==> src/rtl/tag_guard_pkg.sv <==
// Shared opcode and fault-kind encodings for the version tag checker.
package tag_guard_pkg;
    typedef enum logic [1:0] {
        OP_LOAD    = 2'd0,
        OP_STORE   = 2'd1,
        OP_SETTAG  = 2'd2,
        OP_BLKINIT = 2'd3
    } op_e;

    typedef enum logic [1:0] {
        FK_NONE   = 2'd0,
        FK_LOAD   = 2'd1,
        FK_STORE  = 2'd2,
        FK_SETOFF = 2'd3
    } fault_e;
endpackage

==> src/rtl/tag_store.sv <==
// Tag RAM: one TAG_W entry per block, synchronous read with write-first
// bypass. Assumes at most one write and one read per cycle; a read at the
// same edge as a write to the same index returns the written value.
module tag_store #(
    parameter int TAG_W = 4,
    parameter int DEPTH = 64,
    localparam int IDX_W = $clog2(DEPTH)
) (
    input  logic             clk,
    input  logic             rst_n,
    input  logic [IDX_W-1:0] rd_idx,
    output logic [TAG_W-1:0] rd_tag,
    input  logic             wr_en,
    input  logic [IDX_W-1:0] wr_idx,
    input  logic [TAG_W-1:0] wr_tag
);
    logic [TAG_W-1:0] mem [DEPTH];

    // Storage update: clear all entries on reset, else apply the write.
    always_ff @(posedge clk) begin
        if (!rst_n) begin
            for (int i = 0; i < DEPTH; i++) mem[i] <= '0;
        end else if (wr_en) begin
            mem[wr_idx] <= wr_tag;
        end
    end

    // Registered read, forwarding a same-edge write to the same entry.
    always_ff @(posedge clk) begin
        if (!rst_n)                          rd_tag <= '0;
        else if (wr_en && wr_idx == rd_idx)  rd_tag <= wr_tag;
        else                                 rd_tag <= mem[rd_idx];
    end
endmodule

==> src/rtl/tag_judge.sv <==
// Decision logic: given one request and the stored tag of its block, decide
// grant, fault kind and any tag write. Purely combinational.
module tag_judge
    import tag_guard_pkg::*;
#(
    parameter int TAG_W = 4
) (
    input  logic [1:0]       op,
    input  logic [TAG_W-1:0] ptr_tag,
    input  logic [TAG_W-1:0] mem_tag,
    input  logic [TAG_W-1:0] new_tag,
    input  logic             task_en,
    input  logic             page_en,
    input  logic             page_wr,
    input  logic             nf,
    output logic             grant,
    output logic [1:0]       kind,
    output logic             wr_en,
    output logic [TAG_W-1:0] wr_tag
);
    localparam logic [TAG_W-1:0] WILD_LO = '0;
    localparam logic [TAG_W-1:0] WILD_HI = '1;

    logic wild;
    logic mismatch;

    // Wildcard and mismatch detection for ordinary accesses.
    always_comb begin
        wild     = (ptr_tag == WILD_LO) || (ptr_tag == WILD_HI) ||
                   (mem_tag == WILD_LO) || (mem_tag == WILD_HI);
        mismatch = task_en && page_en && !wild && (ptr_tag != mem_tag);
    end

    // Per-opcode outcome.
    always_comb begin
        grant  = 1'b1;
        kind   = FK_NONE;
        wr_en  = 1'b0;
        wr_tag = '0;
        unique case (op_e'(op))
            OP_LOAD: if (mismatch && !nf) begin
                grant = 1'b0;
                kind  = FK_LOAD;
            end
            OP_STORE: if (mismatch) begin
                grant = 1'b0;
                kind  = FK_STORE;
            end
            OP_SETTAG: begin
                if (!task_en) begin
                    grant = 1'b0;
                    kind  = FK_SETOFF;
                end else if (!page_wr) begin
                    grant = 1'b0;
                end else begin
                    wr_en  = 1'b1;
                    wr_tag = new_tag;
                end
            end
            OP_BLKINIT: begin
                wr_en  = 1'b1;
                wr_tag = '0;
            end
            default: grant = 1'b1;
        endcase
    end
endmodule

==> src/rtl/tag_guard.sv <==
// Version tag checker top. Stage 1 captures the request and reads the tag
// RAM; stage 2 judges, writes any tag and registers the response. Assumes
// the address is already physical in its index bits and that the page
// attributes arrive with the request.
module tag_guard
    import tag_guard_pkg::*;
#(
    parameter int ADDR_W    = 64,
    parameter int TAG_W     = 4,
    parameter int BLK_BYTES = 64,
    parameter int DEPTH     = 64
) (
    input  logic              clk,
    input  logic              rst_n,
    input  logic              req_valid,
    input  logic [1:0]        req_op,
    input  logic [ADDR_W-1:0] req_addr,
    input  logic [ADDR_W-1:0] req_pc,
    input  logic [TAG_W-1:0]  req_tag,
    input  logic              task_en,
    input  logic              page_en,
    input  logic              page_wr,
    input  logic              req_nf,
    output logic              rsp_valid,
    output logic              rsp_grant,
    output logic              flt_valid,
    output logic [1:0]        flt_kind,
    output logic [ADDR_W-1:0] flt_addr,
    output logic [ADDR_W-1:0] flt_pc
);
    localparam int OFS_W   = $clog2(BLK_BYTES);
    localparam int IDX_W   = $clog2(DEPTH);
    localparam int TAG_LSB = ADDR_W - TAG_W;

    logic              s1_valid;
    logic [1:0]        s1_op;
    logic [ADDR_W-1:0] s1_addr;
    logic [ADDR_W-1:0] s1_pc;
    logic [TAG_W-1:0]  s1_new;
    logic              s1_task, s1_page, s1_wr, s1_nf;

    logic [TAG_W-1:0]  mem_tag;
    logic              j_grant, j_wr_en;
    logic [1:0]        j_kind;
    logic [TAG_W-1:0]  j_wr_tag;

    // Stage 1: capture the request fields.
    always_ff @(posedge clk) begin
        if (!rst_n) begin
            s1_valid <= 1'b0;
            s1_op    <= '0;
            s1_addr  <= '0;
            s1_pc    <= '0;
            s1_new   <= '0;
            s1_task  <= 1'b0;
            s1_page  <= 1'b0;
            s1_wr    <= 1'b0;
            s1_nf    <= 1'b0;
        end else begin
            s1_valid <= req_valid;
            s1_op    <= req_op;
            s1_addr  <= req_addr;
            s1_pc    <= req_pc;
            s1_new   <= req_tag;
            s1_task  <= task_en;
            s1_page  <= page_en;
            s1_wr    <= page_wr;
            s1_nf    <= req_nf;
        end
    end

    tag_store #(.TAG_W(TAG_W), .DEPTH(DEPTH)) u_store (
        .clk    (clk),
        .rst_n  (rst_n),
        .rd_idx (req_addr[OFS_W +: IDX_W]),
        .rd_tag (mem_tag),
        .wr_en  (s1_valid && j_wr_en),
        .wr_idx (s1_addr[OFS_W +: IDX_W]),
        .wr_tag (j_wr_tag)
    );

    tag_judge #(.TAG_W(TAG_W)) u_judge (
        .op      (s1_op),
        .ptr_tag (s1_addr[TAG_LSB +: TAG_W]),
        .mem_tag (mem_tag),
        .new_tag (s1_new),
        .task_en (s1_task),
        .page_en (s1_page),
        .page_wr (s1_wr),
        .nf      (s1_nf),
        .grant   (j_grant),
        .kind    (j_kind),
        .wr_en   (j_wr_en),
        .wr_tag  (j_wr_tag)
    );

    // Stage 2: register the response and the fault report.
    always_ff @(posedge clk) begin
        if (!rst_n) begin
            rsp_valid <= 1'b0;
            rsp_grant <= 1'b0;
            flt_valid <= 1'b0;
            flt_kind  <= FK_NONE;
            flt_addr  <= '0;
            flt_pc    <= '0;
        end else begin
            rsp_valid <= s1_valid;
            rsp_grant <= s1_valid && j_grant;
            flt_valid <= s1_valid && (j_kind != FK_NONE);
            flt_kind  <= s1_valid ? j_kind : FK_NONE;
            flt_addr  <= s1_addr;
            flt_pc    <= s1_pc;
        end
    end
endmodule

==> config.mk <==
export PLATFORM = sky130hd
export DESIGN_NAME = tag_guard
export DESIGN_NICKNAME = d
export VERILOG_FILES = /design/src/rtl/tag_guard_pkg.sv /design/src/rtl/tag_store.sv /design/src/rtl/tag_judge.sv /design/src/rtl/tag_guard.sv
export SDC_FILE = /design/constraint.sdc
export NUM_CORES = 1
export LEC_CHECK = 0
export CORE_ASPECT_RATIO = 1.5
export CORE_MARGIN = 2
export CORE_UTILIZATION = 54
export CTS_CLUSTER_DIAMETER = 30
export DETAILED_ROUTE_END_ITERATION = 7
export PLACE_DENSITY = 0.85
export SLEW_MARGIN = 5
export SYNTH_ARGS = -nofsm -noshare
export SYNTH_HDL_FRONTEND = slang
export SYNTH_SLANG_ARGS = --single-unit
==> constraint.sdc <==
create_clock -name clk -period 2.4 [get_ports clk]
set_input_delay 0.6 -clock clk [delete_from_list [all_inputs] [get_ports clk]]
set_output_delay 0.6 -clock clk [all_outputs]
set_load 0.02 [all_outputs]
## Word level (Yosys, flattened, before mapping)

Memories as Yosys holds them, arrays and structs flattened. A register that Yosys moved wholly into a read port is not among the register bits.
Index checks and enable logic that the tools add are counted.

| storage, ports and cells | value |
|---|---|
| register bits | 272 |
| bits in latches | 0 |
| bits in writable memories | 256 |
| memory bits (read-only) | 0 |
| bits of input ports | 141 |
| word-level logic and storage cells | 61 |
| memories | 1 |

| operators by class | value |
|---|---|
| add/sub/neg operators | 0 |
| $mul | 0 |
| divide/modulo/power cells | 0 |
| order comparisons | 0 |
| equal/unequal tests | 6 |
| shift-type cells | 0 |
| multiplexer cells | 20 |
| bitwise gates (word level) | 0 |
| reduce and logical (&&, ||, !) cells | 19 |

Memories:

| memory | words | width | rd ports | clocked after memory_dff | write ports | line | source |
|---|---|---|---|---|---|---|---|
| u_store.mem | 64 | 4 | 1 | 1 | 64 | tag_store.sv:17 | `logic [TAG_W-1:0] mem [DEPTH];` |

Operators by type and width:

| operator | number |
|---|---|
| two-way mux 4 bit | 4 |
| two-way mux 1 bit | 10 |
| equality test 4 bit (second input constant) | 2 |
| zero test 4 bit | 2 |
| logical AND 1 bit | 7 |
| two-way mux 6 bit | 1 |
| one-hot mux 2 bit (3 select lines) | 1 |
| equality test 2 bit (second input constant) | 2 |
| two-way mux 2 bit | 2 |
| != test 4 bit | 1 |
| OR reduction 4 bit | 1 |
| zero test 1 bit | 3 |
| logical OR 1 bit | 3 |
| one-hot mux 1 bit (3 select lines) | 1 |
| equality test 2 x 1 -> 1 bit (second input constant) | 1 |
| zero test 2 bit | 1 |
| one-hot mux 1 bit (2 select lines) | 1 |
| AND reduction 2 bit | 1 |
| nonzero test 2 bit | 1 |

## Longest topological paths before layout

| logic depth | value |
|---|---|
| depth after elaboration | 12 |
| mapped depth | 9 |
| gate-level depth less buffers | 5 |

## Hierarchy

From an unflattened synthesis, not the netlist that was laid out.

| unflattened totals | value |
|---|---|
| cell total of the unflattened synthesis | 1,605 |
| area total of the unflattened synthesis | 20,282.0 um^2 |

By module, submodules not included:

| module | times used | cells each | area an instance (um^2) | sequential area each (um^2) |
|---|---|---|---|---|
| tag_store | 1 | 1,005 | 12,712.2 | 7,767.4 |
| tag_guard | 1 | 575 | 7,373.3 | 5,445.2 |
| tag_judge | 1 | 25 | 196.4 | 0.0 |

## Worst setup path before layout

Ideal clock, no wire load.

| path | value |
|---|---|
| path kind | input to register |
| from | input port rst_n |
| to | memory u_store.mem[37][0] (enable) |
| arrival | 1.902 ns |
| data required time | 2.091 ns |
| slack | 0.188 ns |
| cell stages on the path | 6 |
| cells stage by stage | buf_2 -> nand3_1 -> or3b_1 -> nor2_2 -> nand2_1 -> nand2_1 |

RTL lines:

| what | line | source |
|---|---|---|
| start: declaration | tag_guard.sv:14 | `input logic rst_n,` |
| end: declaration | tag_store.sv:17 |  |

## Worst setup path in the final report

| path | value |
|---|---|
| from | register flt_addr[13] |
| to | output port flt_addr[13] |

RTL lines:

| what | line | source |
|---|---|---|
| start: declaration | tag_guard.sv:28 | `output logic [ADDR_W-1:0] flt_addr,` |
| start signal: assignment | tag_guard.sv:111 | `flt_addr <= s1_addr;` |

No word-level cell between the ends.

==> results.yml <==
run_status:
  status: "finished clean"
floorplanning:
  io_pins: 274
  die_area_mm2: 0.0371
  row_count: 84
  start_util_pct: 54.7
  die_y_um: 235
  die_w_um: 158
  core_area_mm2: 0.0351
yosys:
  syn_avg_cell_area_um2: 12.9
  synth_mux_area_share_pct: 8.72
  synth_top_family_by_area: "simple AND/OR/NAND/NOR gates"
  synthArstFlopShare_pct: 0
  synthAdderAreaFrac_pct: 0
  ys_ff_latch: 532
  synth-simple-area-share_pct: 18.8
  synth-xor-area-share_pct: 0.456
  yosys_warnings: 0
  synth_edf_count: 256
  synthFlopType: "dfxtp_1"
  synthesis.instances: 1492
  netlist_area_mm2: 0.0192
  synth_compound_area_share_pct: 1.01
  ys_seq_area_share_pct: 68.8
  synth.distinct_cells: 40
  syn_nets: 1633
final_layout:
  area_delta_synth_final_pct: 30.9
  diodes: 0
  nets: 1948
  layoutNonFillerInstCount: 2334
  final_cell_mix: "dfxtp_1, clkdlybuf4s50_1, and2_1"
  layout-drive-gt1-share_pct: 14.1
  mostFrequentLayoutCell: "dfxtp_1"
clocking:
  clk_latency_ps: 590
  cts_setup_buffers: 0
  clock-sinks: 532
  clk_path_buf_depth: 3
  cts_tree: "built"
  hold_buffers: 0
  ctsHtreeMaxLevel: 3
  ctsResizeCount: 0
  clk_pin_slew_ps: 60
  cts-root-buf: "clkbuf_16"
  cts_buffers: 67
global_routing:
  grt_pass1_wl_um: 76200
  grt_start_max_net_pins: 180
  antenna_found_initial: 0
  grt_pass1_vias: 13500
  track_usage_pct: 27.5
  grt_overflow: 0
worst_setup_path:
  required_ps: 1800
  critPathLaunchType: "flip-flop"
  critPathBufInv: 1
  path_cells: "clkdlybuf4s50_1"
  cp_slowest_stage_delay_ps: 640
  endpoint_kind: "output pin"
  path_class: "flip-flop to output pin"
  cp_top_family: "buffers and inverters"
  arrival_ps: 1630
  path_max_fanout: 1
  cp_slowest_cell: "clkdlybuf4s50_1"
placed_design:
  place_inst: 2211
  hpwl_um: 32700
  gp_congestion: 0.914
  port_buffers: 273
timing:
  finalCriticalPeriod_ps: 2230
  tightest_slew_ps: 628
  drv_slew: 0
  max_freq_mhz: 449
  slew-limit-headroom_pct: 58.0
  finalClockSkew_ps: 26.7
  rsz0062_at_grt: "false"
  hold_viol_final: 0
  fin_crit_sh_pct: 92.7
  fin_tns_setup_ps: 0
  setup_viol: 0
worst_hold_path:
  min_path_type: "flip-flop to flip-flop"
detailed_routing:
  wl_um: 49600
  post_drt_wl_per_cell_um: 21.3
  vias: 12800
  drc_errors: 0
  dr.pass1.iters: 5
  ant_nets: 0
  drtIter0Drc: 833
  vias_per_cell: 5.47
pwr:
  ir_worst_vdd_mv: 0.854
  p_leak_uw: 0.00951
  powerDensity_mw_per_mm2: 863
run:
  max_cap_viol_count: 0
## cell type report
cell class / count / area (um2)
Clock buffer: 75 / 1780
Sequential cell: 532 / 13200
Fill cell: 2223 / 9940
Clock inverter: 48 / 596
Multi-Input combinational cell: 862 / 5570
Tap cell: 473 / 592
Timing Repair Buffer: 341 / 3390
Inverter: 3 / 11.3
## stage by stage
stage / hold WS (ps) / setup slack (ps) / power [uW] / instance area [um2] / util (%)
after floorplan: 412 / 188 / 10700 / 19200 / -
after global placement: 413 / 22.6 / 11300 / 22800 / 64.9
after detailed placement: 417 / -3.05 / 11400 / 22800 / 64.9
after CTS: 419 / 127 / 21800 / 25200 / 71.7
after global routing: 430 / 113 / 22300 / 25200 / 71.7
final: 409 / 174 / 21700 / 25200 / 71.7
## sequential cells by signal, summed over array words and instances (netlist names), 2 cells and up
signal	flops
s1_new	4
s1_op	2
u_store.mem	256
s1_pc	64
s1_addr	64
u_store.rd_tag	4
flt_addr	64
flt_kind	2
flt_pc	64
## final timing paths
kind | startpoint | slack, ps | to | cells after the start
setup reg to reg | s1_valid$_SDFF_PN0_ | 200 | u_store.mem[59][1]$_SDFFCE_PN0P_ | 6
hold reg to reg | s1_pc[10]$_SDFF_PN0_ | 410 | flt_pc[10]$_SDFF_PN0_ | 1
setup / recovery | flt_addr[13]$_SDFF_PN0_ | 170 | flt_addr[13] | 1
hold / removal | s1_pc[10]$_SDFF_PN0_ | 410 | flt_pc[10]$_SDFF_PN0_ | 1
## report_power, final
part	switching (uW)	internal, uW	leakage, uW
registers	142	9820	0.00503
logic	604	666	0.00333
clock network	4170	6300	0.00115
## Yosys cell counts, types with 3 or more instances
cell type  number  area share, %
and3_1          4           0.13
buf_1          11           0.21
nor4_1          5           0.16
mux4_2         58            6.8
nand3_1         9           0.23
and2_1        268            8.7
dfxtp_1       276             29
buf_2           9           0.23
nor2b_1         8           0.26
o2111ai_1       4           0.18
nor2_2          3          0.098
nand4_1        10           0.33
mux2i_1        22            1.1
o41ai_1         3           0.14
xor2_1         10           0.46
nor3b_1         7           0.27
edfxtp_1      256             40
inv_1           3          0.059
clkbuf_1       65            1.3
nand2b_1        4           0.13
buf_6           3           0.18
nor2_1        263            5.1
mux2_2          4           0.23
buf_4           6           0.23
a22oi_1         8           0.31
mux4_1          4           0.55
nand2_1       146            2.9
a21oi_1         7           0.18
## kinds of logic (layout without fill, tap and decap cells)
| logic type | after synthesis | count (layout) |
|---|---|---|
| compound gates | 27 | 27 |
| buf+inv | 98 | 467 |
| simple gates | 737 | 737 |
| mux | 88 | 88 |
| xor+xnor | 10 | 10 |
| flops | 532 | 532 |
## metal layers
metal  global-route usage [%]  vias to the layer above  wire (um)
met5                        0                        -          0
met1                     29.8                     6051      16100
li1                         -                     5698          -
met3                     9.20                      172       5660
met2                     46.9                      846      25200
met4                     15.0                        0       2680
(Power assumes the default switching activity.)
